`config.mk`:
```
export PLATFORM = sky130hd
export DESIGN_NAME = instr_dispatch_queue
export DESIGN_NICKNAME = d
export VERILOG_FILES = /design/src/rtl/dq_pkg.sv /design/src/rtl/dq_store.sv /design/src/rtl/dq_ctrl.sv /design/src/rtl/instr_dispatch_queue.sv
export SDC_FILE = /design/constraint.sdc
export NUM_CORES = 1
export LEC_CHECK = 0
export BUFFER_PORTS_ARGS = -buffer_cell sky130_fd_sc_hd__buf_4
export CAP_MARGIN = 10
export CORE_MARGIN = 2
export CORE_UTILIZATION = 30
export CTS_CLUSTER_SIZE = 10
export DETAILED_ROUTE_END_ITERATION = 7
export GPL_ROUTABILITY_DRIVEN = 1
export PLACE_DENSITY_LB_ADDON = 0.3
export SLEW_MARGIN = 20
export SYNTH_ARGS = -nofsm -noshare
export SYNTH_HDL_FRONTEND = slang
export SYNTH_SLANG_ARGS = --single-unit
```
`constraint.sdc`:
```
create_clock -name clk -period 2.4 [get_ports clk]
set_input_delay 0.48 -clock clk [delete_from_list [all_inputs] [get_ports clk]]
set_output_delay 0.48 -clock clk [all_outputs]
set_load 0.03 [all_outputs]
```
`src/rtl/dq_pkg.sv`:
```
package dq_pkg;

  typedef enum logic [1:0] {
    KIND_ARITH  = 2'd0,
    KIND_MEM    = 2'd1,
    KIND_BCOND  = 2'd2,
    KIND_BUNCON = 2'd3
  } instr_kind_e;

  function automatic logic kind_is_branch(input logic [1:0] kind);
    return (kind == KIND_BCOND) || (kind == KIND_BUNCON);
  endfunction

endpackage

```
`src/rtl/dq_store.sv`:
```
module dq_store #(
  parameter int DEPTH = 4,
  parameter int EW    = 33,
  localparam int AW   = (DEPTH > 1) ? $clog2(DEPTH) : 1
) (
  input  logic          clk,
  input  logic          we,
  input  logic [AW-1:0] waddr,
  input  logic [EW-1:0] wdata,
  input  logic [AW-1:0] raddr,
  output logic [EW-1:0] rdata
);

  logic [EW-1:0] mem [DEPTH];

  always_ff @(posedge clk) begin
    if (we) mem[waddr] <= wdata;
  end

  assign rdata = mem[raddr];

endmodule

```
`src/rtl/dq_ctrl.sv`:
```
module dq_ctrl #(
  parameter int DEPTH = 4,
  localparam int AW   = (DEPTH > 1) ? $clog2(DEPTH) : 1,
  localparam int CW   = $clog2(DEPTH + 1)
) (
  input  logic          clk,
  input  logic          rst,
  input  logic          fetch_valid,
  input  logic          cq_free,
  input  logic          flush,
  output logic          fetch_ready,
  output logic          push,
  output logic          pop,
  output logic [AW-1:0] wr_ptr,
  output logic [AW-1:0] rd_ptr
);

  localparam logic [CW-1:0] FULL_CNT = CW'(DEPTH);
  localparam logic [AW-1:0] LAST_PTR = AW'(DEPTH - 1);

  logic [CW-1:0] count;

  assign fetch_ready = (count != FULL_CNT);
  assign push        = fetch_valid && fetch_ready && !flush;
  assign pop         = (count != '0) && cq_free && !flush;

  always_ff @(posedge clk) begin
    if (rst || flush) begin
      wr_ptr <= '0;
      rd_ptr <= '0;
      count  <= '0;
    end else begin
      if (push) wr_ptr <= (wr_ptr == LAST_PTR) ? '0 : wr_ptr + 1'b1;
      if (pop)  rd_ptr <= (rd_ptr == LAST_PTR) ? '0 : rd_ptr + 1'b1;
      case ({push, pop})
        2'b10:   count <= count + 1'b1;
        2'b01:   count <= count - 1'b1;
        default: count <= count;
      endcase
    end
  end


  full_hold_chk: assert property (@(posedge clk) disable iff (rst)
    (count == FULL_CNT && !pop && !flush) |=> (count == FULL_CNT));


  pop_drop_chk: assert property (@(posedge clk) disable iff (rst)
    (pop && !push) |=> (count == $past(count) - 1'b1));


  stall_hold_chk: assert property (@(posedge clk) disable iff (rst)
    (count != '0 && !cq_free && !flush) |=> (rd_ptr == $past(rd_ptr)));


  occ_same_chk: assert property (@(posedge clk) disable iff (rst)
    (push && pop) |=> (count == $past(count)));


  flush_empty_chk: assert property (@(posedge clk) disable iff (rst)
    flush |=> (count == '0 && fetch_ready));

endmodule

```
`src/rtl/instr_dispatch_queue.sv`:
```
module instr_dispatch_queue #(
  parameter int DEPTH = 4,
  parameter int IW    = 32,
  localparam int AW   = (DEPTH > 1) ? $clog2(DEPTH) : 1,
  localparam int EW   = IW + 1
) (
  input  logic          clk,
  input  logic          rst,
  input  logic          fetch_valid,
  output logic          fetch_ready,
  input  logic [IW-1:0] fetch_instr,
  input  logic [1:0]    fetch_kind,
  input  logic          cq_free,
  input  logic          flush,
  output logic          disp_valid,
  output logic [IW-1:0] disp_instr,
  output logic          disp_branch
);

  logic          push, pop;
  logic [AW-1:0] wr_ptr, rd_ptr;
  logic [EW-1:0] wdata, rdata;

  dq_ctrl #(.DEPTH(DEPTH)) u_ctrl (
    .clk         (clk),
    .rst         (rst),
    .fetch_valid (fetch_valid),
    .cq_free     (cq_free),
    .flush       (flush),
    .fetch_ready (fetch_ready),
    .push        (push),
    .pop         (pop),
    .wr_ptr      (wr_ptr),
    .rd_ptr      (rd_ptr)
  );

  assign wdata = {dq_pkg::kind_is_branch(fetch_kind), fetch_instr};

  dq_store #(.DEPTH(DEPTH), .EW(EW)) u_store (
    .clk   (clk),
    .we    (push),
    .waddr (wr_ptr),
    .wdata (wdata),
    .raddr (rd_ptr),
    .rdata (rdata)
  );

  assign disp_valid  = pop;
  assign disp_instr  = rdata[IW-1:0];
  assign disp_branch = rdata[IW];


  reset_idle_chk: assert property (@(posedge clk)
    rst |=> (fetch_ready && !disp_valid));


  flush_quiet_chk: assert property (@(posedge clk) disable iff (rst)
    flush |-> !disp_valid);

endmodule

```
==> results by group, run 1 <==
Route
  • Drc violations: 0
  • DRT iter0 DRCs: 134
  • Total wire length: 9638 um
  • WL per Instance: 17.21 um
  • Remaining antenna violation count: 0
  • DR pass1 iterations: 4
  • Routed vias/inst: 4.491
  • DR vias: 2515

Final layout
  • Most frequent cells in the layout: 132 x edfxtp_1, 86 x buf_4, 33 x mux4_2, 17 x clkbuf_16, 7 x dfxtp_1
  • Nets: 369
  • Fill count: 1573
  • Finished Layout Cells: 560
  • Design area: 6782 um^2
  • Share of cells above drive strength 1: 48.06%
  • P&R area growth vs syn: 28.47%
  • Commonest non-fill, non-tap cell in the layout: edfxtp_1
  • N_diodes: 0

Global route
  • Antenna violations before repair: 0
  • Total Routing Usage GR: 11.21%
  • Vias in the first global route: 2711
  • Congestion Overflow GR: 0
  • Largest net degree at the start of global routing: 34
  • First-pass GRT wire length: 14760 um

Clocking
  • Post-CTS Setup Inserts: 0
  • Clk_lat worst skew: 0.41 ns
  • Hold_buf cts: 0
  • # resized after CTS: 0
  • Bufs on Longest Clock Path: 2
  • CTS tree: yes
  • Number of CTS-inserted buffers: 17
  • Clock root buffer: clkbuf_16
  • Worst-path clk slew: 0.05 ns
  • Htree depth: 4
  • Sink Count: 141

Worst setup path
  • Worst-path fanout max: 33
  • Reg2reg setup slack: 0.23 ns
  • WP data required: 1.92 ns
  • Worst R2R Start: u_ctrl.count[0]
  • Reg2Reg Depth: 8
  • Critical path class: reg -> out
  • WP data arrival: 1.80 ns
  • CP endpoint kind: output port
  • Worst setup SP type: flip-flop
  • Reg2reg end: u_ctrl.count[2]

STA
  • Final Skew: 0.006524 ns
  • RSZ-0062 raised after global routing: false
  • Setup TNS: 0 ns
  • Max-slew headroom: 64.99%
  • Min Hold Slack: 0.2542 ns
  • Final WS setup: 0.1225 ns
  • Final number of hold-violating endpoints: 0
  • Period utilisation layout: 94.90%
  • Minimum clock period: 2.277 ns
  • Peak Freq: 439.1 MHz
  • Slew Viols, Final: 0
  • Count of final setup violators: 0
  • Slew @ Worst Pin: 0.5232 ns

Die
  • Die Ht: 136.7 um
  • Die W: 136.7 um
  • Core footprint: 17240 um^2
  • Starting Density: 30.63%
  • IO Pins: 74
  • Row cnt: 48
  • Die area: 18670 um^2

Worst hold path
  • Class of the worst hold path: in -> reg
  • WHS Endpoint: u_ctrl.count[0]
  • Origin of the worst min-delay path: rst
  • Hold-critical path depth: 2

Yosys
  • Synth Instances: 226
  • YS warnings: 0
  • Post-synth cell types: 26
  • Top cells by area, synth: edfxtp_1 75%, mux4_2 14%, dfxtp_1 3.4%
  • Seq/Total Area, Yosys: 78.50%
  • Post-Syn Area per Cell: 23.36 um^2
  • Syn_nets: 272
  • Area share of the largest cell type after synthesis: 75.09%
  • Synthesized area: 5279 um^2
  • Synth area leader: edfxtp_1
  • Seq cells post-synth: 141

Pwr
  • Clock share of power: 47.1%
  • Leak: 2.296 nW
  • Register share of total power: 48.5%
  • Maximum vdd drop: 431.7 uV
  • Int Power: 0.004556 W
  • Sw frac: 19.09%
  • Psw: 0.001075 W
  • PD cells: 830.3 nW/um^2
  • Comb pwr share: 4.3%

Placed design
  • Setup WS pre-CTS: -0.05277 ns
  • IO Port Bufs: 72
  • Placed cell area: 6178 um^2
  • Placed cells: 529
  • Gpl congestion: 0.6351

Flow run
  • Max Cap Viol: 0

Status
  • Status: finished clean
## state kept, by name, summed over array words and instances, names as in the netlist, named ones only
signal	cells
u_store.mem	132
u_ctrl.count	3
u_ctrl.wr_ptr	2
u_ctrl.rd_ptr	2
## worst max-delay path by stage
| stage | end | slack [ns] | depth (start not counted) | startpoint |
|---|---|---|---|---|
| CTS | disp_instr[16] | 0.06 | 3 | flip-flop |
| floorplan | u_ctrl.count[2] | 0.14 | 6 | flush |
| global route | disp_instr[16] | 0.02 | 3 | flip-flop |
| finish | disp_instr[16] | 0.12 | 3 | flip-flop |
| global placement | u_ctrl.count[2] | 0.08 | 9 | flush |
| detailed placement | u_ctrl.count[2] | -0.05 | 9 | flush |
## per-stage QoR
step / total power [W] / util, %
after floorplan: 0.002900 / -
after global placement: 0.003027 / 35.84
after detailed placement: 0.003035 / 35.84
after CTS: 0.005709 / 39.34
after global routing: 0.005830 / 39.34
final: 0.005631 / 39.34
## metal layers
metal | vias to the layer above | wire length [um] | GRT usage [%]
met1 | 1300 | 4214 | 14.04
met2 | 68 | 4745 | 17.50
met4 | 0 | 163 | 4.745
li1 | 1134 | - | -
met5 | - | 0 | 0
met3 | 13 | 514 | 4.185
## logic make-up after synthesis
family	count (synthesis)	share of synthesized area, %
adder cells (fa/ha/maj)	7	1.801
AND/OR/NAND/NOR	23	2.512
XOR/XNOR	2	0.3319
buffers and inverters	13	1.635
multiplexers	36	14.65
flip-flops	141	78.50
AO/OA/AOI/OAI	4	0.5689
## power by group through the flow
stage | Clock (W) | Combinational, W | Sequential, W
after CTS | 0.00272 | 0.000250 | 0.00273
after detailed placement | 0 | 0.000250 | 0.00279
after global routing | 0.00283 | 0.000265 | 0.00274
after floorplan | 0 | 0.000117 | 0.00278
after global placement | 0 | 0.000244 | 0.00278
final | 0.00265 | 0.000244 | 0.00273
## synth_stat cells (all sizes together)
master,n
o21ai,3
xor2,1
buf,8
a21boi,1
inv,3
nand4,2
xnor2,1
nor3b,1
or3,1
mux2i,3
clkbuf,2
ha,6
or3b,1
and3,4
mux4,33
dfxtp,9
and2b,1
and2,1
fa,1
nor2,3
nand2,6
nor3,3
edfxtp,132
## final cells by class
class	count	area (um^2)	share of cell area (%)
inverter	3	11.26	0.1661
tap	225	281.5	4.151
clock inverter	13	173.9	2.565
timing repair buffer	88	685.7	10.11
clock buffer	18	429.2	6.328
multi-input combinational	72	1054	15.54
sequential	141	4146	61.14
## worst max-delay path: stages, from the launching register on
cell	delay (ns)
dfxtp_2	0.34
buf_12	0.29
mux4_2	0.57
buf_4	0.19
(Power assumes the default switching activity.)
==> run 2: changes to the inputs <==
--- a/config.mk
+++ b/config.mk
@@ -13,6 +13,7 @@
 export DETAILED_ROUTE_END_ITERATION = 7
 export GPL_ROUTABILITY_DRIVEN = 1
 export PLACE_DENSITY_LB_ADDON = 0.3
+export SETUP_SLACK_MARGIN = 0.2
 export SLEW_MARGIN = 20
 export SYNTH_ARGS = -nofsm -noshare
 export SYNTH_HDL_FRONTEND = slang
==> run 2 against run 1 <==
Against the previous run: sequential share of layout area fell by 1.3 points; clock skew fell by 0.0013 ns; total power rose by 0.67%; worst hold slack got worse by 0.012 ns; non-clock buffer count fell by 2; final cell count fell by 0.36%; sequential power barely moved; clock-buffer cell count did not move; first-iteration DRC count rose by 49%; wire length rose by 1.9%.
==> results by group, run 2 (same netlist as run 1, synthesis figures left out) <==
STA
  • Final Skew: 0.005248 ns (-0.001276 ns)
  • Count of final setup violators: 0 (unchanged)
  • Max-slew headroom: 63.76% (-1.2 points)
  • Setup TNS: 0 ns (unchanged)
  • Period utilisation layout: 92.16% (-2.7 points)
  • Slew Viols, Final: 0 (unchanged)
  • Slew @ Worst Pin: 0.5416 ns (+0.01841 ns)
  • Min Hold Slack: 0.2426 ns (-0.01154 ns)
  • Peak Freq: 452.1 MHz (+3.0%)
  • Final number of hold-violating endpoints: 0 (unchanged)
  • RSZ-0062 raised after global routing: true
  • Minimum clock period: 2.212 ns (-0.06576 ns)

Worst setup path
  • Worst-path fanout max: 5 (-85%)
  • Worst setup SP type: flip-flop
  • WP data arrival: 1.73 ns (-0.07 ns)
  • Crit-path max cell delay: 0.50 ns (-0.07 ns)
  • Critical path class: reg -> out
  • CP endpoint kind: output port
  • Worst-path cell chain: buf_12 > buf_16 > mux4_2 > buf_6
  • CP max-delay cell: mux4_2
  • WP data required: 1.92 ns (about the same)

Clocking
  • CTS tree: yes
  • Clk_lat worst skew: 0.42 ns (about the same)
  • Bufs on Longest Clock Path: 2 (unchanged)
  • Number of CTS-inserted buffers: 17 (unchanged)
  • Clock root buffer: clkbuf_16
  • Htree depth: 4 (unchanged)
  • Sink Count: 141 (unchanged)
  • Worst-path clk slew: 0.05 ns (about the same)

Route
  • DRT iter0 DRCs: 199 (+49%)
  • DR vias: 2466 (-1.9%)
  • DR pass1 iterations: 4 (unchanged)
  • Remaining antenna violation count: 0 (unchanged)
  • Routed vias/inst: 4.419 (-1.6%)
  • Drc violations: 0 (unchanged)
  • Total wire length: 9823 um (+1.9%)
  • WL per Instance: 17.60 um (+2.3%)

Die
  • Die Ht: 136.7 um (unchanged)
  • Starting Density: 30.63% (unchanged)
  • Die area: 18670 um^2 (unchanged)
  • Core footprint: 17240 um^2 (unchanged)
  • IO Pins: 74 (unchanged)
  • Die W: 136.7 um (unchanged)
  • Row cnt: 48 (unchanged)

Final layout
  • Nets: 367 (-0.54%)
  • Register name with the most flops: u_store.mem
  • Fill count: 1555 (-1.1%)
  • P&R area growth vs syn: 31.41%
  • N_diodes: 0 (unchanged)
  • Top Registers: u_store.mem (132), u_ctrl.count (3)
  • Commonest non-fill, non-tap cell in the layout: edfxtp_1
  • Share of cells above drive strength 1: 48.35% (+0.29 points)
  • Max reg flops: 132 (unchanged)
  • Most frequent cells in the layout: 132 x edfxtp_1, 66 x buf_4, 33 x mux4_2, 17 x clkbuf_16, 10 x buf_6

Global route
  • First-pass GRT wire length: 15080 um (+2.1%)
  • Layer with the highest usage: met2
  • Antenna violations before repair: 0 (unchanged)
  • Largest net degree at the start of global routing: 34 (unchanged)
  • Congestion Overflow GR: 0 (unchanged)
  • Vias in the first global route: 2723 (+0.44%)
  • Met3 Use GR: 4.444% (+0.26 points)
  • Total Routing Usage GR: 11.55% (+0.34 points)
  • Met1 usage: 13.86% (-0.18 points)
  • Grt met2 use: 18.64% (+1.1 points)

Worst hold path
  • Class of the worst hold path: in -> reg

Pwr
  • PD cells: 817.2 nW/um^2 (-1.6%)
  • Leak: 2.329 nW (+1.4%)
  • Maximum vdd drop: 458.4 uV (+6.2%)
  • Overall power: 0.005669 W (+0.67%)

Placed design
  • IO Port Bufs: 72 (unchanged)
  • Gpl congestion: 0.6502 (+2.4%)
  • HPWL reported at the end of detailed placement: 5677 um

Status
  • Status: finished clean

Flow run
  • Max Cap Viol: 0 (unchanged)
==> run 2: where the power goes <==
group	switching, W	leakage (nW)	internal, W
Combinational	0.000135	0.771	0.000122
Clock	0.000961	0.285	0.00172
Sequential	0.00000885	1.27	0.00272
==> run 2: routing by layer <==
layer | share of wire, % | up-vias
met5 | 0 | -
met1 | 43 | 1265
met3 | 5.5 | 11
met4 | 1.6 | 0
met2 | 50 | 57
li1 | - | 1133
==> run 2: final timing paths <==
check / from / end / slack, ns / cells after the start
min: rst / u_ctrl.count[0] / 0.24 / 2
max reg2reg: u_ctrl.count[0] / u_ctrl.count[2] / 0.27 / 8
min reg2reg: u_ctrl.rd_ptr[1] / flip-flop / 0.49 / 2
max: flip-flop / disp_instr[29] / 0.19 / 4
==> run 2: area by class of cell <==
class	count	area (um^2)	share of cell area (%)
Clock buffer	18	429.2	6.187
Clock inverter	13	172.7	2.489
Inverter	3	11.26	0.1623
Multi-Input combinational cell	72	1070	15.42
Sequential cell	141	4149	59.81
Tap cell	225	281.5	4.058
Timing Repair Buffer	86	823.3	11.87
==> run 2: metrics by stage <==
step	cell area, um^2	instances	utilization (%)	setup WS [ns]
3_5_place_dp	6202	524	35.98	0.02567
4_1_cts	6917	558	40.13	0.1384
2_1_floorplan	5295	226	-	0.2311
3_3_place_gp	6202	524	35.98	0.08485
6_report	6937	558	40.24	0.1883
5_1_grt	6937	558	40.24	0.1353
==> run 2: repair_timing <==
action | CTS | global route
resized for setup | 12 | 5
setup endpoints to repair | 33 | 33
cloned | 2 | 0
setup buffers | 1 | 0
hold buffers | 0 | 0
endpoints found under the hold margin | 0 | 0
==> run 2: worst max-delay path: cells and delay by family (launching register included) <==
kind | cells | cell delay (ns)
mux | 1 | 0.50
flops | 1 | 0.39
buf+inv | 3 | 0.42
==> run 3: changes to the inputs <==
==> constraint.sdc (replaced) <==
create_clock -name clk -period 2.4 [get_ports clk]
set_input_delay 0.48 -clock clk [delete_from_list [all_inputs] [get_ports clk]]
set_output_delay 0.48 -clock clk [all_outputs]
set_load 0.005 [all_outputs]
==> run 3 against run 2 <==
Against the previous run: non-clock buffer count up 4; sequential share of layout area down 0.43 points; fmax grew 0.51%; clock-buffer cell count unchanged; largest power group is now the clock network; register-to-register slack better by 0.03 ns; wire length increased by 3.6%; critical path depth down 1; critical path type unchanged; largest cell class unchanged; design area is 0.76% higher; combinational power down 19%; clock power grew 7%; clock skew grew 0.0010 ns.
==> results by group, run 3 (same netlist as run 1, synthesis figures left out) <==
Status
  • Status: finished clean

Die
  • Die W: 136.7 um (unchanged)
  • IO Pins: 74 (unchanged)
  • Starting Density: 30.63% (unchanged)
  • Die area: 18670 um^2 (unchanged)
  • Core footprint: 17240 um^2 (unchanged)
  • Die Ht: 136.7 um (unchanged)
  • Row cnt: 48 (unchanged)

Final layout
  • Design area: 6989 um^2 (+0.76%)
  • Fin util: 40.55% (+0.30 points)
  • Finished Layout Cells: 562 (+0.72%)
  • N_diodes: 0 (unchanged)
  • Commonest non-fill, non-tap cell in the layout: edfxtp_1
  • Most frequent cells in the layout: 132 x edfxtp_1, 62 x buf_4, 33 x mux4_2, 23 x buf_6, 19 x clkbuf_16
  • P&R area growth vs syn: 32.40%
  • Share of cells above drive strength 1: 48.96% (+0.61 points)
  • Nets: 371 (+1.1%)
  • Register name with the most flops: u_store.mem
  • Max reg flops: 132 (unchanged)
  • Top Registers: u_store.mem (132), u_ctrl.count (3)

STA
  • Slew @ Worst Pin: 0.5323 ns (-0.009296 ns)
  • Max-slew headroom: 64.38% (+0.62 points)
  • Final number of hold-violating endpoints: 0 (unchanged)
  • Count of final setup violators: 0 (unchanged)
  • Period utilisation layout: 91.68% (-0.47 points)
  • Peak Freq: 454.5 MHz (+0.51%)
  • Slew Viols, Final: 0 (unchanged)
  • Final Skew: 0.006293 ns (+0.001044 ns)
  • Minimum clock period: 2.200 ns (-0.01129 ns)
  • RSZ-0062 raised after global routing: true
  • Final WS setup: 0.1996 ns (+0.01129 ns)
  • Setup TNS: 0 ns (unchanged)

Worst hold path
  • Class of the worst hold path: in -> reg

Global route
  • Antenna violations before repair: 0 (unchanged)
  • Vias in the first global route: 2702 (-0.77%)
  • Total Routing Usage GR: 11.72% (+0.17 points)
  • Largest net degree at the start of global routing: 23 (-32%)
  • First-pass GRT wire length: 15230 um (+1.0%)
  • Congestion Overflow GR: 0 (unchanged)

Worst setup path
  • WP data required: 1.92 ns (about the same)
  • Critical path class: reg -> out
  • CP max-delay cell: mux4_2
  • WP data arrival: 1.72 ns (about the same)
  • Worst setup SP type: flip-flop
  • CP endpoint kind: output port
  • Crit-path max cell delay: 0.52 ns (+0.02 ns)
  • Worst-path fanout max: 6 (+1)
  • Worst-path cell chain: clkbuf_16 > mux4_2 > buf_6

Placed design
  • HPWL reported at the end of detailed placement: 5949 um (+4.8%)
  • Placed cells: 528 (+0.76%)
  • IO Port Bufs: 72 (unchanged)
  • Setup WS pre-CTS: 0.02420 ns (-0.001472 ns)
  • Placed cell area: 6158 um^2 (-0.71%)
  • Gpl congestion: 0.6600 (+1.5%)

Route
  • DRT iter0 DRCs: 183 (-8.0%)
  • DR vias: 2521 (+2.2%)
  • Total wire length: 10180 um (+3.6%)
  • Remaining antenna violation count: 0 (unchanged)
  • Drc violations: 0 (unchanged)
  • DR pass1 iterations: 4 (unchanged)
  • WL per Instance: 18.11 um (+2.9%)
  • Routed vias/inst: 4.486 (+1.5%)

Clocking
  • Bufs on Longest Clock Path: 2 (unchanged)
  • Clk_lat worst skew: 0.41 ns (about the same)
  • Sink Count: 141 (unchanged)
  • Post-CTS Setup Inserts: 0 (-1)
  • Htree depth: 4 (unchanged)
  • CTS tree: yes
  • Worst-path clk slew: 0.06 ns (about the same)
  • Number of CTS-inserted buffers: 17 (unchanged)
  • Clock root buffer: clkbuf_16
  • Hold_buf cts: 0 (unchanged)

Pwr
  • Leak: 2.373 nW (+1.9%)
  • PD cells: 831.3 nW/um^2 (+1.7%)
  • Maximum vdd drop: 470.3 uV (+2.6%)

Flow run
  • Max Cap Viol: 0 (unchanged)
## run 3: cell count changes in the layout (fill, tap and decap cells not counted), moves of 2 or more
cell	change
buf_12	-6
buf_6	+13
buf_4	-4
clkbuf_16	+2
bufinv_16	+2
## run 3: what timing repair did
| action | in CTS | in global routing |
|---|---|---|
| endpoints found under the setup margin | 17 | 27 |
| cloned | 1 | 2 |
| pin swaps | 0 | 0 |
| gates resized for setup | 5 | 24 |
## run 3: cell type report
class	count	area [um^2]
Clock buffer	18	429.2
Clock inverter	13	221.5
Fill cell	1560	10250
Inverter	3	11.26
Multi-Input combinational cell	72	1054
Sequential cell	141	4150
Tap cell	225	281.5
Timing Repair Buffer	90	842.1
## run 3: through the flow
step	hold WS, ns	total power, W
final	0.2352	0.005810
after CTS	0.2202	0.005887
after global routing	0.2140	0.006026
after floorplan	0.4539	0.002850
after detailed placement	0.4893	0.002984
after global placement	0.4708	0.002975
## run 3: worst max-delay path, delay by kind of cell (launching register included)
| family | cells | cell delay (ns) |
|---|---|---|
| buf+inv | 2 | 0.34 |
| flops | 1 | 0.45 |
| mux | 1 | 0.52 |
## run 3: final timing paths
check        slack, ns  depth (start not counted)              from         endpoint
min               0.24                          2               rst  u_ctrl.count[0]
max               0.20                          3         flip-flop   disp_instr[30]
max reg2reg       0.30                          8   u_ctrl.count[0]  u_ctrl.count[2]
min reg2reg       0.50                          2  u_ctrl.rd_ptr[1]        flip-flop
## run 3: metal layers
layer	GRT usage [%]	up-vias	part of all wire [%]
li1	-	1141	-
met1	13.68	1306	42
met2	19.44	62	52
met3	4.407	12	5.2
met4	4.861	0	1.4
met5	0	-	0
## run 3: power breakdown
group | total, W | switching (W) | leakage [nW] | internal (W)
clock network | 0.00287 | 0.000937 | 0.311 | 0.00193
registers | 0.00273 | 0.00000929 | 1.27 | 0.00272
logic | 0.000208 | 0.0000880 | 0.788 | 0.000120
total | 0.00581 | 0.00103 | 2.37 | 0.00478
